$ cat src/rtl/frame_timer_pkg.sv
package frame_timer_pkg;
  typedef struct packed {
    logic decStb;
    logic reloadStb;
  } ftStrobe_t;

  localparam int ADDR_W = 3;
  localparam int DATA_W = 32;

  localparam logic [ADDR_W-1:0] ADDR_INTERVAL = 3'd0;
  localparam logic [ADDR_W-1:0] ADDR_REMAIN   = 3'd1;
  localparam logic [ADDR_W-1:0] ADDR_FRAMENUM = 3'd2;
  localparam logic [ADDR_W-1:0] ADDR_PSTART   = 3'd3;
  localparam logic [ADDR_W-1:0] ADDR_LSTHR    = 3'd4;

  localparam int TOG_BIT = 31;
  localparam int MPS_LSB = 16;
endpackage

$ cat src/rtl/frame_timer_ctrl.sv
module frame_timer_ctrl
  import frame_timer_pkg::*;
#(
  parameter int FI_W    = 14,
  parameter int MPS_W   = 15,
  parameter int LST_W   = 15,
  parameter int FN_W    = 16,
  parameter int FI_RST  = 11999,
  parameter int MPS_RST = 16'h2778,
  parameter int PS_RST  = 10799,
  parameter int LST_RST = 16'h0628
) (
  input  logic              clk,
  input  logic              rstN,
  input  logic              bitTick,
  input  logic              wrEn,
  input  logic [ADDR_W-1:0] wrAddr,
  input  logic [DATA_W-1:0] wrData,
  input  logic [ADDR_W-1:0] rdAddr,
  output logic [DATA_W-1:0] rdData,
  input  logic              atZero,
  input  logic [FI_W-1:0]   remCount,
  input  logic              remTog,
  input  logic [FN_W-1:0]   frameNum,
  output ftStrobe_t         stb,
  output logic [FI_W-1:0]   fiVal,
  output logic              fiTog,
  output logic [FI_W-1:0]   psVal
);
  logic [MPS_W-1:0] mpsVal;
  logic [LST_W-1:0] lstVal;
  logic wrIntv, wrPs, wrLst;

  assign wrIntv = wrEn && (wrAddr == ADDR_INTERVAL);
  assign wrPs   = wrEn && (wrAddr == ADDR_PSTART);
  assign wrLst  = wrEn && (wrAddr == ADDR_LSTHR);

  always_ff @(posedge clk or negedge rstN) begin
    if (!rstN) begin
      fiVal  <= FI_W'(FI_RST);
      fiTog  <= 1'b0;
      mpsVal <= MPS_W'(MPS_RST);
      psVal  <= FI_W'(PS_RST);
      lstVal <= LST_W'(LST_RST);
    end else begin
      if (wrIntv) begin
        fiVal  <= wrData[FI_W-1:0];
        mpsVal <= wrData[MPS_LSB +: MPS_W];
        fiTog  <= wrData[TOG_BIT];
      end
      if (wrPs)  psVal  <= wrData[FI_W-1:0];
      if (wrLst) lstVal <= wrData[LST_W-1:0];
    end
  end

  // Terminal count turns a bit tick into a reload instead of a step
  always_comb begin
    stb.decStb    = bitTick && !atZero;
    stb.reloadStb = bitTick && atZero;
  end

  always_comb begin
    rdData = '0;
    case (rdAddr)
      ADDR_INTERVAL: begin
        rdData[FI_W-1:0]         = fiVal;
        rdData[MPS_LSB +: MPS_W] = mpsVal;
        rdData[TOG_BIT]          = fiTog;
      end
      ADDR_REMAIN: begin
        rdData[FI_W-1:0] = remCount;
        rdData[TOG_BIT]  = remTog;
      end
      ADDR_FRAMENUM: rdData[FN_W-1:0]  = frameNum;
      ADDR_PSTART:   rdData[FI_W-1:0]  = psVal;
      ADDR_LSTHR:    rdData[LST_W-1:0] = lstVal;
      default:       rdData = '0;
    endcase
  end

  AST_INTERVAL_HELD: assert property (@(posedge clk) disable iff (!rstN)
    !(wrEn && (wrAddr == ADDR_INTERVAL)) |=> ($stable(fiVal) && $stable(fiTog)));
  AST_PSTART_HELD: assert property (@(posedge clk) disable iff (!rstN)
    !(wrEn && (wrAddr == ADDR_PSTART)) |=> $stable(psVal));
endmodule

$ cat src/rtl/frame_timer_dp.sv
module frame_timer_dp
  import frame_timer_pkg::*;
#(
  parameter int FI_W   = 14,
  parameter int FN_W   = 16,
  parameter int FI_RST = 11999
) (
  input  logic            clk,
  input  logic            rstN,
  input  ftStrobe_t       stb,
  input  logic [FI_W-1:0] fiVal,
  input  logic            fiTog,
  input  logic [FI_W-1:0] psVal,
  output logic [FI_W-1:0] remCount,
  output logic            remTog,
  output logic [FN_W-1:0] frameNum,
  output logic            atZero,
  output logic            sofPulse,
  output logic            ovfPulse,
  output logic            periodicWin
);
  localparam logic [FI_W-1:0] FI_ONE = {{(FI_W-1){1'b0}}, 1'b1};
  localparam logic [FN_W-1:0] FN_ONE = {{(FN_W-1){1'b0}}, 1'b1};

  logic [FN_W-1:0] fnNext;

  assign fnNext      = frameNum + FN_ONE;
  assign atZero      = (remCount == '0);
  assign periodicWin = (remCount <= psVal);

  always_ff @(posedge clk or negedge rstN) begin
    if (!rstN) begin
      remCount <= FI_W'(FI_RST);
      remTog   <= 1'b0;
      frameNum <= '0;
      sofPulse <= 1'b0;
      ovfPulse <= 1'b0;
    end else begin
      sofPulse <= 1'b0;
      ovfPulse <= 1'b0;
      if (stb.reloadStb) begin
        remCount <= fiVal;
        remTog   <= fiTog;
        frameNum <= fnNext;
        sofPulse <= 1'b1;
        ovfPulse <= fnNext[FN_W-1] ^ frameNum[FN_W-1];
      end else if (stb.decStb) begin
        remCount <= remCount - FI_ONE;
      end
    end
  end

  AST_DEC_BY_ONE: assert property (@(posedge clk) disable iff (!rstN)
    stb.decStb |=> (remCount == ($past(remCount) - FI_ONE)));
  AST_IDLE_HOLD: assert property (@(posedge clk) disable iff (!rstN)
    !(stb.decStb || stb.reloadStb) |=> ($stable(remCount) && $stable(frameNum)));
  AST_SOF_RELOAD: assert property (@(posedge clk) disable iff (!rstN)
    sofPulse |-> ((remCount == $past(fiVal)) && (frameNum == $past(frameNum) + FN_ONE)));
  AST_TOGGLE_COPY: assert property (@(posedge clk) disable iff (!rstN)
    sofPulse |-> (remTog == $past(fiTog)));
  AST_OVF_TOPBIT: assert property (@(posedge clk) disable iff (!rstN)
    ovfPulse |-> (sofPulse && (frameNum[FN_W-1] != $past(frameNum[FN_W-1]))));
endmodule

$ cat src/rtl/frame_timer.sv
module frame_timer
  import frame_timer_pkg::*;
#(
  parameter int FI_W    = 14,
  parameter int MPS_W   = 15,
  parameter int LST_W   = 15,
  parameter int FN_W    = 16,
  parameter int FI_RST  = 11999,
  parameter int MPS_RST = 16'h2778,
  parameter int PS_RST  = 10799,
  parameter int LST_RST = 16'h0628
) (
  input  logic              clk,
  input  logic              rstN,
  input  logic              bitTick,
  input  logic              wrEn,
  input  logic [ADDR_W-1:0] wrAddr,
  input  logic [DATA_W-1:0] wrData,
  input  logic [ADDR_W-1:0] rdAddr,
  output logic [DATA_W-1:0] rdData,
  output logic              sofPulse,
  output logic              ovfPulse,
  output logic              periodicWin,
  output logic [FN_W-1:0]   frameNum
);
  ftStrobe_t       stb;
  logic [FI_W-1:0] fiVal, psVal, remCount;
  logic            fiTog, remTog, atZero;

  frame_timer_ctrl #(
    .FI_W(FI_W), .MPS_W(MPS_W), .LST_W(LST_W), .FN_W(FN_W),
    .FI_RST(FI_RST), .MPS_RST(MPS_RST), .PS_RST(PS_RST), .LST_RST(LST_RST)
  ) u_ctrl (
    .clk(clk), .rstN(rstN), .bitTick(bitTick),
    .wrEn(wrEn), .wrAddr(wrAddr), .wrData(wrData),
    .rdAddr(rdAddr), .rdData(rdData),
    .atZero(atZero), .remCount(remCount), .remTog(remTog), .frameNum(frameNum),
    .stb(stb), .fiVal(fiVal), .fiTog(fiTog), .psVal(psVal)
  );

  frame_timer_dp #(
    .FI_W(FI_W), .FN_W(FN_W), .FI_RST(FI_RST)
  ) u_dp (
    .clk(clk), .rstN(rstN), .stb(stb),
    .fiVal(fiVal), .fiTog(fiTog), .psVal(psVal),
    .remCount(remCount), .remTog(remTog), .frameNum(frameNum),
    .atZero(atZero), .sofPulse(sofPulse), .ovfPulse(ovfPulse),
    .periodicWin(periodicWin)
  );
endmodule

$ cat config.mk
export PLATFORM = sky130hd
export DESIGN_NAME = frame_timer
export DESIGN_NICKNAME = d
export VERILOG_FILES = /design/src/rtl/frame_timer_pkg.sv /design/src/rtl/frame_timer_ctrl.sv /design/src/rtl/frame_timer_dp.sv /design/src/rtl/frame_timer.sv
export SDC_FILE = /design/constraint.sdc
export NUM_CORES = 1
export LEC_CHECK = 0
export CAP_MARGIN = 30
export CORE_ASPECT_RATIO = 1.2
export CORE_UTILIZATION = 53
export DETAILED_ROUTE_END_ITERATION = 10
export GPL_ROUTABILITY_DRIVEN = 0
export PLACE_DENSITY = 0.92
export SYNTH_ARGS = -nofsm -noshare
export SYNTH_HDL_FRONTEND = slang
export SYNTH_HIERARCHICAL = 1
export SYNTH_SLANG_ARGS = --single-unit
export TNS_END_PERCENT = 10
$ cat constraint.sdc
create_clock -name clk -period 3.15 [get_ports clk]
set_input_delay 0.63 -clock clk [delete_from_list [all_inputs] [get_ports clk]]
set_output_delay 0.63 -clock clk [all_outputs]
set_load 0.03 [all_outputs]
==> Word level (Yosys, flattened, before mapping) <==
Index checks and enable logic that the tools add are counted.
Widths: inputs -> output; s select.
{ "classes": {"reduce_logical": 10, "order_cmp": 1, "add_sub_neg": 2, "bitwise_logic": 1, "eq_ne": 6, "n_mux": 9} }
{ "ops": {"columns": ["operator", "count"], "rows": [
  ["$pmux 14 s5", 1],
  ["$mux 14", 2],
  ["$add 16x1->16 const B", 1],
  ["$mux 15", 1],
  ["$le 14x14->1", 1],
  ["$logic_not 14->1", 1],
  ["$sub 14x1->14 const B", 1],
  ["$eq 3x2->1 const B", 3],
  ["$eq 3x3->1 const B", 2],
  ["$logic_not 3->1", 2],
  ["$logic_and 1x1->1", 5],
  ["$pmux 1 s2", 2],
  ["$eq 3x1->1 const B", 1],
  ["$mux 1", 3],
  ["$reduce_bool 2->1", 1],
  ["$logic_not 1->1", 1],
  ["$xor 1x1->1", 1]
]} }
{ "word_totals": {"wordCells": 39, "ff_bits": 92, "inputBits": 42} }

==> Longest topological paths before layout <==
Gate-level depths: netlist of the first run.
{ "depth": {"word_depth": 5, "depth_mapped": 9, "depth_no_buf": 8} }

==> Cells and area by module <==
The synthesis of the first run kept the hierarchy.
{ "by_module_without_submodules": {"columns": ["mod", "n_inst", "area_each_um2", "seq_area_each_um2", "cells_per_inst"], "rows": [
  ["frame_timer_ctrl", 1, 2961.6, 1515.2, 226],
  ["frame_timer_dp", 1, 1956.9, 839.6, 198]
]} }

==> Worst setup path after synthesis of the first run <==
No wires, ideal clock.
{ "synth_path": {"path_type": "register to output", "from": "register u_ctrl.psVal[5]", "to": "output periodicWin", "stages_incl_launch_ff": 7, "setup_slack_ns": 0.517, "t_arrival_ns": 2.003, "required_time_ns": 2.520, "cell_sequence": "dfstp_2 > inv_1 > ha_1 > and4_1 > o21ai_0 > a311oi_1 > o31ai_1"} }
{ "synth_between": {"elab_chain_cells": 1} }
{ "synth_rtl": {"columns": ["element", "line_no", "source"], "rows": [
  ["from (decl)", "frame_timer_ctrl.sv:28", "output logic [FI_W-1:0] psVal"],
  ["from (signal assigned)", "frame_timer_ctrl.sv:43", "psVal <= FI_W'(PS_RST);"],
  ["from (signal assigned)", "frame_timer_ctrl.sv:51", "if (wrPs) psVal <= wrData[FI_W-1:0];"],
  ["$le 14x14->1", "frame_timer_dp.sv:29", "assign periodicWin = (remCount <= psVal);"],
  ["to (decl)", "frame_timer.sv:23", "output logic periodicWin,"]
]} }
No other way between the ends.

==> Worst setup path in the final report of the first run <==
{ "layout_path": {"from": "input rdAddr[0]", "to": "output rdData[12]"} }
{ "layout_between": {"elab_chain_cells": 2} }
{ "layout_rtl": {"columns": ["element", "line_no", "source"], "rows": [
  ["from (decl)", "frame_timer.sv:19", "input logic [ADDR_W-1:0] rdAddr,"],
  ["$eq 3x3->1 (tied with other cells)", "frame_timer_ctrl.sv:64", "case (rdAddr)"],
  ["$pmux 14 s5 *", "frame_timer_ctrl.sv:64", null],
  ["to (decl)", "frame_timer.sv:20", "output logic [DATA_W-1:0] rdData,"]
]} }
Every way passes the cells marked *; elsewhere a longest branch is shown, timed or not.

==> impl_metrics.toml, run 1 <==
[sta]
tightest_slew_ps = 661
finalHoldViolations = 0
setup_viol = 0
clock_skew_ps = 9.82
rsz0062_at_grt = "false"
slew_headroom = 0.556
fin_crit_sh = 0.969
period_needed_ps = 3050
max_clock_freq_ghz = 0.328
finalMaxSlewViolations = 0
fin_tns_setup_ps = 0

[synthesis]
synth.net_count = 482
syn_area_per_cell_sq_um = 11.6
ys_seq_area_frac = 0.479
synth_cell_types = 45
synthCells = 424
yosysWarnings = 6
async_reset_ff_frac = 1.00
synth_most_common_cell = "mux2_2"
synth-edff-count = 0
yosys_register_bits = 92
yosys-top-cells-area = "dfrtp_1 25%, dfstp_2 22%, mux2_2 14%"
synth_ff_type = "dfrtp_1"
yosys-top-cells-count = "62 x mux2_2, 50 x dfrtp_1, 42 x dfstp_2"
yosysTopAreaCell = "dfrtp_1"
yosysTopAreaCellShare = 0.254
netlist_area_sq_mm = 0.00492

[die]
rows = 38
die_x_um = 89.9
design.core.area_sq_mm = 0.00903
die-area_sq_mm = 0.00967
start_util = 0.544
die_h_um = 108
io_pins = 93

[pwr]
total_power_uw = 3810
powerDensity_mw_per_mm2 = 620
p_leak_uw = 0.00260
ir_drop_mv = 0.345

[cts]
clock_latency_ps = 370
cts_tree = "built"
postCtsHoldBufs = 0
clk_transition_reported_paths_ps = 80
clockBufferDepth = 2
cts_setup_buffers = 0
cts_buffers = 9
htreeDepth = 3
clock-sinks = 92
clockRootBuffer = "clkbuf_8"

[grt]
grt_pass1_wl_mm = 20.0
grt-ovfl-total = 0
grt_pass1_vias = 4148
grt_start_max_net_pins = 54
grt_util_all_layers = 0.268
antenna_found_initial = 0

[route]
avgViaCountPerCell = 5.88
wl_mm = 12.2
wl_per_cell_um = 18.8
drt_iter0_drc = 231
drc = 0
dr.pass1.iters = 5
ant_nets = 0
num_vias = 3821

[critical_path]
path_max_fanout = 14
cp.required_ps = 2520
endpoint_kind = "primary output"
path_common_cell = "buf_4"
slowest_stage = "clkdlybuf4s50_1"
cp.arrival_ps = 2420
cp-start-kind = "input pin"
critPathKind = "in -> out"
cp_slowest_stage_delay_ps = 580
crit_chain = "clkdlybuf4s50_1 -> buf_4 -> inv_1 -> a32oi_1 -> o21ai_0 -> buf_4"

[final_layout]
fin_nets = 583
seq_area_sq_mm = 0.00235
multiInputGateArea_sq_mm = 0.00239
n_fill_cell = 680
drive_above_1_share = 0.340
area_growth_pct = 25.0
antennaDiodeCount = 0

[place]
place.port_buffers = 91
hpwl_mm = 8.86

[job]
cap_viol_max_count = 0

[worst_hold_path]
hold_path_class = "in -> async"

[outcome]
status = "finished clean"
==> report_power, final <==
group / internal, uW / leakage, uW / switching [uW]
logic: 587 / 0.00145 / 632
registers: 1570 / 0.00106 / 264
clock network: 366 / 0.0000914 / 393
total: 2520 / 0.00260 / 1290
==> worst paths after layout <==
kind | slack [ps] | cells after the start | end | from
max | 100 | 6 | rdData[12] | rdAddr[0]
min | 230 | 1 | u_ctrl/mpsVal[0]$_DFFE_PN0P_ | rstN
max reg2reg | 180 | 8 | u_dp/frameNum[15]$_DFFE_PN0P_ | u_dp/remCount[4]$_DFFE_PN1P_
min reg2reg | 490 | 1 | u_ctrl/lstVal[7]$_DFFE_PN0P_ | u_ctrl/lstVal[7]$_DFFE_PN0P_
max in group asynchronous | 2170 | 2 | u_ctrl/psVal[3]$_DFFE_PN1P_ | rstN
min in group clk | 490 | 1 | u_ctrl/lstVal[7]$_DFFE_PN0P_ | u_ctrl/lstVal[7]$_DFFE_PN0P_
==> critical path: cells and delay by family <==
kind,cells,cell delay (ps)
buf+inv,4,1440
compound gates,2,340
==> flip-flops by register name, summed over array words and instances, names as in the netlist <==
signal         count
u_dp/frameNum     16
u_ctrl/lstVal     15
u_ctrl/mpsVal     15
u_ctrl/fiVal      14
u_ctrl/psVal      14
u_dp/remCount     14
u_ctrl/fiTog       1
u_dp/ovfPulse      1
u_dp/remTog        1
u_dp/sofPulse      1
==> logic make-up after synthesis <==
kind of cell	Yosys count	synth area share
simple gates	104	0.129
flops	92	0.479
mux	78	0.178
compound gates	67	0.0880
buf+inv	41	0.0394
xor+xnor	26	0.0463
fa+ha+maj	16	0.0407
==> layout make-up <==
cell class              instances  share of cell area
well taps                     120              0.0244
flip-flops and latches         92               0.383
clock buffers                  13              0.0226
multi-input cells             291               0.389
repair buffers                112               0.162
clock inverters                 3             0.00651
inverters                      19              0.0116
==> layer usage <==
layer / up-vias / wire length (um) / global-route usage
li1: 1723 / - / -
met1: 1869 / 4850 / 0.307
met2: 183 / 6150 / 0.464
met3: 46 / 744 / 0.0614
met4: 0 / 462 / 0.152
met5: - / 0 / 0
==> cell usage in the layout (no fill, tap or decap), types with 2 or more instances in the layout <==
cell	netlist	final
xnor2_1	14	14
nand4_1	8	8
ha_1	16	16
a22oi_1	13	13
mux2i_1	2	2
nand2_1	24	24
clkdlybuf4s50_1	0	57
a21o_1	3	3
a21oi_1	7	7
o31ai_1	2	2
nor3_1	6	6
clkbuf_8	0	9
nor2_1	7	7
and3_1	3	3
mux2_1	14	14
or3_1	3	3
clkbuf_1	5	4
mux2_2	62	62
buf_4	5	52
nor2b_1	7	7
and2_1	16	16
dfstp_2	42	42
o21ai_0	28	28
dfrtp_1	50	50
nand3_1	11	11
clkinv_2	0	2
inv_1	19	19
xor2_1	12	12
a32oi_1	13	13
nor4_1	3	3
==> stage by stage <==
stage | hold slack [ps] | util | cell area [sq um] | cells | setup slack (ps)
after floorplan | 334 | - | 4920 | 424 | 517
after global placement | 461 | 0.660 | 5960 | 633 | 22.1
after detailed placement | 478 | 0.661 | 5970 | 634 | 129
after CTS | 233 | 0.681 | 6150 | 650 | 16.3
after global routing | 258 | 0.680 | 6150 | 650 | 25.3
final | 233 | 0.680 | 6150 | 650 | 97.3
==> timing repair <==
action / in CTS / in global routing
setup endpoints to repair: 1 / 1
gates resized for setup: 1 / 3
endpoints found under the hold margin: 0 / 0
(Power assumes the default switching activity.)
==> run 2: changes to the inputs <==
--- a/config.mk
+++ b/config.mk
@@ -11,6 +11,7 @@
 export DETAILED_ROUTE_END_ITERATION = 10
 export GPL_ROUTABILITY_DRIVEN = 0
 export PLACE_DENSITY = 0.92
+export RECOVER_POWER = 100
 export SYNTH_ARGS = -nofsm -noshare
 export SYNTH_HDL_FRONTEND = slang
 export SYNTH_HIERARCHICAL = 1
==> run 2 against run 1 <==
The run now ends with max-capacitance violations, max-slew violations left. Total power down 0.62%. Via count down 0.10%. First-iteration DRC count up 6.9%. Utilization down 0.87 points. Final cell count unchanged. Clock power about the same. Count of clock-buffer cells in the layout unchanged. Combinational power about the same. Wire length about the same. Die area unchanged. Maximum frequency down 1.1%. Critical endpoint is now rdData[25]. Largest cell class unchanged.
==> impl_metrics.toml, run 2 (same netlist as run 1, synthesis figures left out) <==
[final_layout]
finalCoreUtilization = 0.672
top_register = "u_dp/frameNum"
mostFrequentLayoutCell = "mux2_2"
antennaDiodeCount = 0
largest_register_ffs = 16
layout_common_cells = "62 x mux2_2, 50 x dfrtp_1, 41 x dfstp_2"
reg.largest.list = "u_dp/frameNum (16), u_ctrl/lstVal (15), u_ctrl/mpsVal (15)"
fin_nets = 583
drive_above_1_share = 0.326
area_growth_pct = 23.4
n_fill_cell = 700

[sta]
finalHoldViolations = 0
rsz0062_at_grt = "false"
clock_skew_ps = 9.85
slew_headroom = -0.519
fin_crit_sh = 0.980
tightest_slew_ps = 2280
period_needed_ps = 3090
setup_viol = 0
max_clock_freq_ghz = 0.324
fin_tns_setup_ps = 0
finalMaxSlewViolations = 40

[grt]
grt_pass1_wl_mm = 20.0
antenna_found_initial = 0
grt-ovfl-total = 0
grt_pass1_vias = 4148
grt_start_max_net_pins = 54
grt_util_all_layers = 0.268

[pwr]
p_leak_uw = 0.00260
ir_drop_mv = 0.345
powerDensity_mw_per_mm2 = 624

[die]
die_x_um = 89.9
die-area_sq_mm = 0.00967
die_h_um = 108
design.core.area_sq_mm = 0.00903
io_pins = 93
rows = 38
start_util = 0.544

[route]
dr.pass1.iters = 5
avgViaCountPerCell = 5.87
drc = 0
wl_per_cell_um = 18.8
ant_nets = 0
num_vias = 3817
drt_iter0_drc = 247
wl_mm = 12.2

[outcome]
status = "finished with violations"
violations = "max-capacitance violations, max-slew violations"

[place]
hpwl_mm = 8.86
place.port_buffers = 91

[cts]
cts_buffers = 9
cts_tree = "built"
clk_transition_reported_paths_ps = 80
htreeDepth = 3
clockBufferDepth = 2
clock-sinks = 92
clockRootBuffer = "clkbuf_8"
postCtsHoldBufs = 0
clock_latency_ps = 370

[critical_path]
path_max_fanout = 15
critPathKind = "in -> out"
cp-start-kind = "input pin"
cp.arrival_ps = 2460
endpoint_kind = "primary output"
cp.required_ps = 2520

[job]
cap_viol_max_count = 1

[worst_hold_path]
hold_path_class = "reg -> reg"
-- run 2: changes by cell type in the layout (fill, tap and decap cells not counted), moves of 3 or more --
cell	delta
buf_4	-23
clkbuf_2	+15
dlygate4sd3_1	+19
clkbuf_1	+5
buf_2	+3
and2_0	+8
and2_1	-8
clkdlybuf4s50_1	-19
-- run 2: layout make-up --
cell class | instances | area, sq um | area share
Sequential cell | 92 | 2350 | 0.388
Clock buffer | 13 | 139 | 0.0229
Clock inverter | 3 | 40.0 | 0.00660
Inverter | 19 | 71.3 | 0.0118
Tap cell | 120 | 150 | 0.0247
Multi-Input combinational cell | 291 | 2380 | 0.392
Timing Repair Buffer | 112 | 933 | 0.154
-- run 2: power breakdown --
part           internal, uW  switching [uW]  leakage [uW]
sequential             1560             265       0.00106
clock                   366             393     0.0000914
combinational           564             632       0.00145
-- run 2: path summary, 6_finish.rpt --
check / start / to / slack, ps / depth (start not counted)
min in group asynchronous: rstN / u_ctrl/mpsVal[0]$_DFFE_PN0P_ / 930 / 1
worst min register to register: u_ctrl/lstVal[7]$_DFFE_PN0P_ / u_ctrl/lstVal[7]$_DFFE_PN0P_ / 490 / 1
worst max-delay path: rdAddr[0] / rdData[25] / 60 / 7
worst max register to register: u_dp/remCount[4]$_DFFE_PN1P_ / u_dp/remTog$_DFFE_PN0P_ / 160 / 6
max in group asynchronous: rstN / u_dp/frameNum[10]$_DFFE_PN0P_ / 910 / 1
worst min-delay path: u_ctrl/lstVal[7]$_DFFE_PN0P_ / u_ctrl/lstVal[7]$_DFFE_PN0P_ / 490 / 1
-- run 2: through the flow --
| step | setup WS (ps) | std cells | power [uW] | hold slack [ps] | area, sq um |
|---|---|---|---|---|---|
| after global routing | 12.9 | 650 | 3990 | 520 | 6070 |
| after CTS | 16.3 | 650 | 3810 | 233 | 6150 |
| after floorplan | 517 | 424 | 2580 | 334 | 4920 |
| after global placement | 22.1 | 633 | 2960 | 461 | 5960 |
| after detailed placement | 129 | 634 | 3050 | 478 | 5970 |
| final | 62.1 | 650 | 3790 | 493 | 6070 |
-- run 2: critical path: stages --
cell and delay [ps]:
clkdlybuf4s50_1 680, clkbuf_2 280, clkbuf_2 190, nor3_2 50
clkbuf_2 230, and2_1 220, buf_4 160
-- run 2: routing by layer --
layer,up-vias,share of wire,track usage
li1,1726,-,-
met1,1865,0.39,0.307
met2,190,0.51,0.464
met3,36,0.069,0.0614
met4,0,0.033,0.152
met5,-,0,0
-- run 2: timing repair --
| item | CTS | global route |
|---|---|---|
| cloned | 0 | 0 |
| setup endpoints to repair | 1 | 1 |
| hold endpoints to repair | 0 | 0 |
| gates resized for setup | 1 | 3 |
| buffers inserted | 0 | 0 |
==> run 3: changes to the inputs <==
--- a/config.mk
+++ b/config.mk
@@ -9,8 +9,9 @@
 export CORE_ASPECT_RATIO = 1.2
 export CORE_UTILIZATION = 53
 export DETAILED_ROUTE_END_ITERATION = 10
+export DONT_BUFFER_PORTS = 1
 export GPL_ROUTABILITY_DRIVEN = 0
-export PLACE_DENSITY = 0.92
+export PLACE_DENSITY = 0.79
 export RECOVER_POWER = 100
 export SYNTH_ARGS = -nofsm -noshare
 export SYNTH_HDL_FRONTEND = slang
==> run 3 against run 2 <==
The run still ends with max-capacitance violations, max-slew violations left. Hold slack lost 400 ps. Wire length down 4.9%. Sequential share of layout area is 6.2 points higher. Cell area down 14%. First-iteration DRC count grew 45%. Flip-flop and latch count did not move. Critical path type is now reg -> out. Largest cell class is now sequential cells.
==> impl_metrics.toml, run 3 (same netlist as run 1, synthesis figures left out) <==
[final_layout]
top_register = "u_dp/frameNum"
mostFrequentLayoutCell = "mux2_2"
n_fill_cell = 784
area_growth_pct = 6.31
drive_above_1_share = 0.297
fin_nets = 497
finalCoreUtilization = 0.579
layout_common_cells = "62 x mux2_2, 50 x dfrtp_1, 42 x dfstp_2"
reg.largest.list = "u_dp/frameNum (16), u_ctrl/lstVal (15), u_ctrl/mpsVal (15)"
largest_register_ffs = 16
antennaDiodeCount = 0

[grt]
grt_pass1_wl_mm = 18.5
antenna_found_initial = 0
grt_pass1_vias = 3607
grt-ovfl-total = 0
grt_start_max_net_pins = 51
grt_util_all_layers = 0.249

[critical_path]
endpoint_kind = "primary output"
crit_end = "periodicWin"
cp.arrival_ps = 2320
r2r_end = "u_dp/frameNum[15]$_DFFE_PN0P_"
crit_start = "u_dp/remCount[4]$_DFFE_PN1P_"
cp.depth = 6
cp.buffers_inverters = 1
cp_slowest_stage_delay_ps = 640
slowest_stage = "dfstp_2"
r2r_slack_ps = 230
crit_chain = "ha_1 -> and4_1 -> o21ai_0 -> a311oi_1 -> o31ai_1 -> buf_4"
cp-start-kind = "flip-flop"
path_max_fanout = 8
cp_top_family = "flip-flops"
critPathKind = "reg -> out"
cp.required_ps = 2520
r2r-start = "u_dp/remCount[4]$_DFFE_PN1P_"
r2r_cells = 7

[sta]
tightest_slew_ps = 2370
fin_crit_sh = 0.936
period_needed_ps = 2950
finalHoldViolations = 0
finalMaxSlewViolations = 51
fin_tns_setup_ps = 0
max_clock_freq_ghz = 0.339
clock_skew_ps = 13.2
slew_headroom = -0.577
setup_viol = 0
rsz0062_at_grt = "false"

[cts]
clock_latency_ps = 370
cts_buffers = 9
clk_transition_reported_paths_ps = 90
cts_setup_buffers = 0
clock-sinks = 92
cts_resized = 0
cts_tree = "built"
clockRootBuffer = "clkbuf_8"
postCtsHoldBufs = 1
htreeDepth = 3
clockBufferDepth = 2

[worst_hold_path]
hold_path_class = "in -> async"

[die]
die_x_um = 89.9
die_h_um = 108
io_pins = 93
start_util = 0.544
die-area_sq_mm = 0.00967
design.core.area_sq_mm = 0.00903
rows = 38

[pwr]
ir_drop_mv = 0.320
powerDensity_mw_per_mm2 = 687
p_leak_uw = 0.00211

[job]
cap_viol_max_count = 1

[outcome]
status = "finished with violations"
violations = "max-capacitance violations, max-slew violations"

[route]
wl_mm = 11.6
drt_iter0_drc = 359
wl_per_cell_um = 20.6
num_vias = 3494
dr.pass1.iters = 5
drc = 0
avgViaCountPerCell = 6.20
ant_nets = 0

[place]
place.port_buffers = 0
hpwl_mm = 8.02
[run 3: cell count changes in the layout (fill, tap and decap cells not counted), sizes merged]
cell,before,now
clkdlybuf4s50,38,0
buf,34,5
dlygate4sd3,19,0
clkbuf,34,29
clkinvlp,0,3
inv,19,21
bufinv,1,0
clkdlybuf4s25,0,1
[run 3: power breakdown]
group / switching, uW / total, uW / internal [uW]
combinational: 536 / 1010 / 471
clock: 430 / 719 / 289
sequential: 303 / 1870 / 1570
total: 1270 / 3590 / 2330
[run 3: how the worst min path moves through the flow]
stage          cells past startpoint  start                            to  slack (ps)
4_1_cts                            0   rstN   u_ctrl/psVal[1]$_DFFE_PN1P_          90
6_report                           0   rstN  u_ctrl/lstVal[3]$_DFFE_PN1P_          90
3_5_place_dp                       0   rstN  u_dp/frameNum[3]$_DFFE_PN0P_         340
2_1_floorplan                      0   rstN      u_ctrl/fiTog$_DFFE_PN0P_         330
5_1_grt                            0   rstN  u_ctrl/lstVal[3]$_DFFE_PN1P_          80
3_3_place_gp                       0   rstN  u_dp/frameNum[2]$_DFFE_PN0P_         340
[run 3: final cells by class]
class                   count  area, sq um  share of cell area
clock inverters             7         50.0             0.00957
clock buffers               9          124              0.0237
well taps                 120          150              0.0287
flip-flops and latches     92         2350               0.450
inverters                  19         71.3              0.0136
multi-input cells         291         2350               0.450
repair buffers             26          125              0.0239
[run 3: through the flow]
stage	power (uW)	setup slack, ps	hold slack (ps)	std cells	instance area (sq um)
finish	3590	202	94.5	564	5230
global route	3790	27.1	79.2	564	5230
CTS	3630	221	85.7	564	5360
detailed placement	2880	321	337	547	5160
global placement	2810	407	338	547	5160
floorplan	2580	517	334	424	4920
[run 3: layer usage]
layer | wire length [um] | share of wire | up-vias | track usage
li1 | - | - | 1554 | -
met1 | 4600 | 0.40 | 1726 | 0.304
met2 | 5810 | 0.50 | 189 | 0.437
met3 | 968 | 0.083 | 25 | 0.0501
met4 | 213 | 0.018 | 0 | 0.0956
met5 | 0 | 0 | - | 0
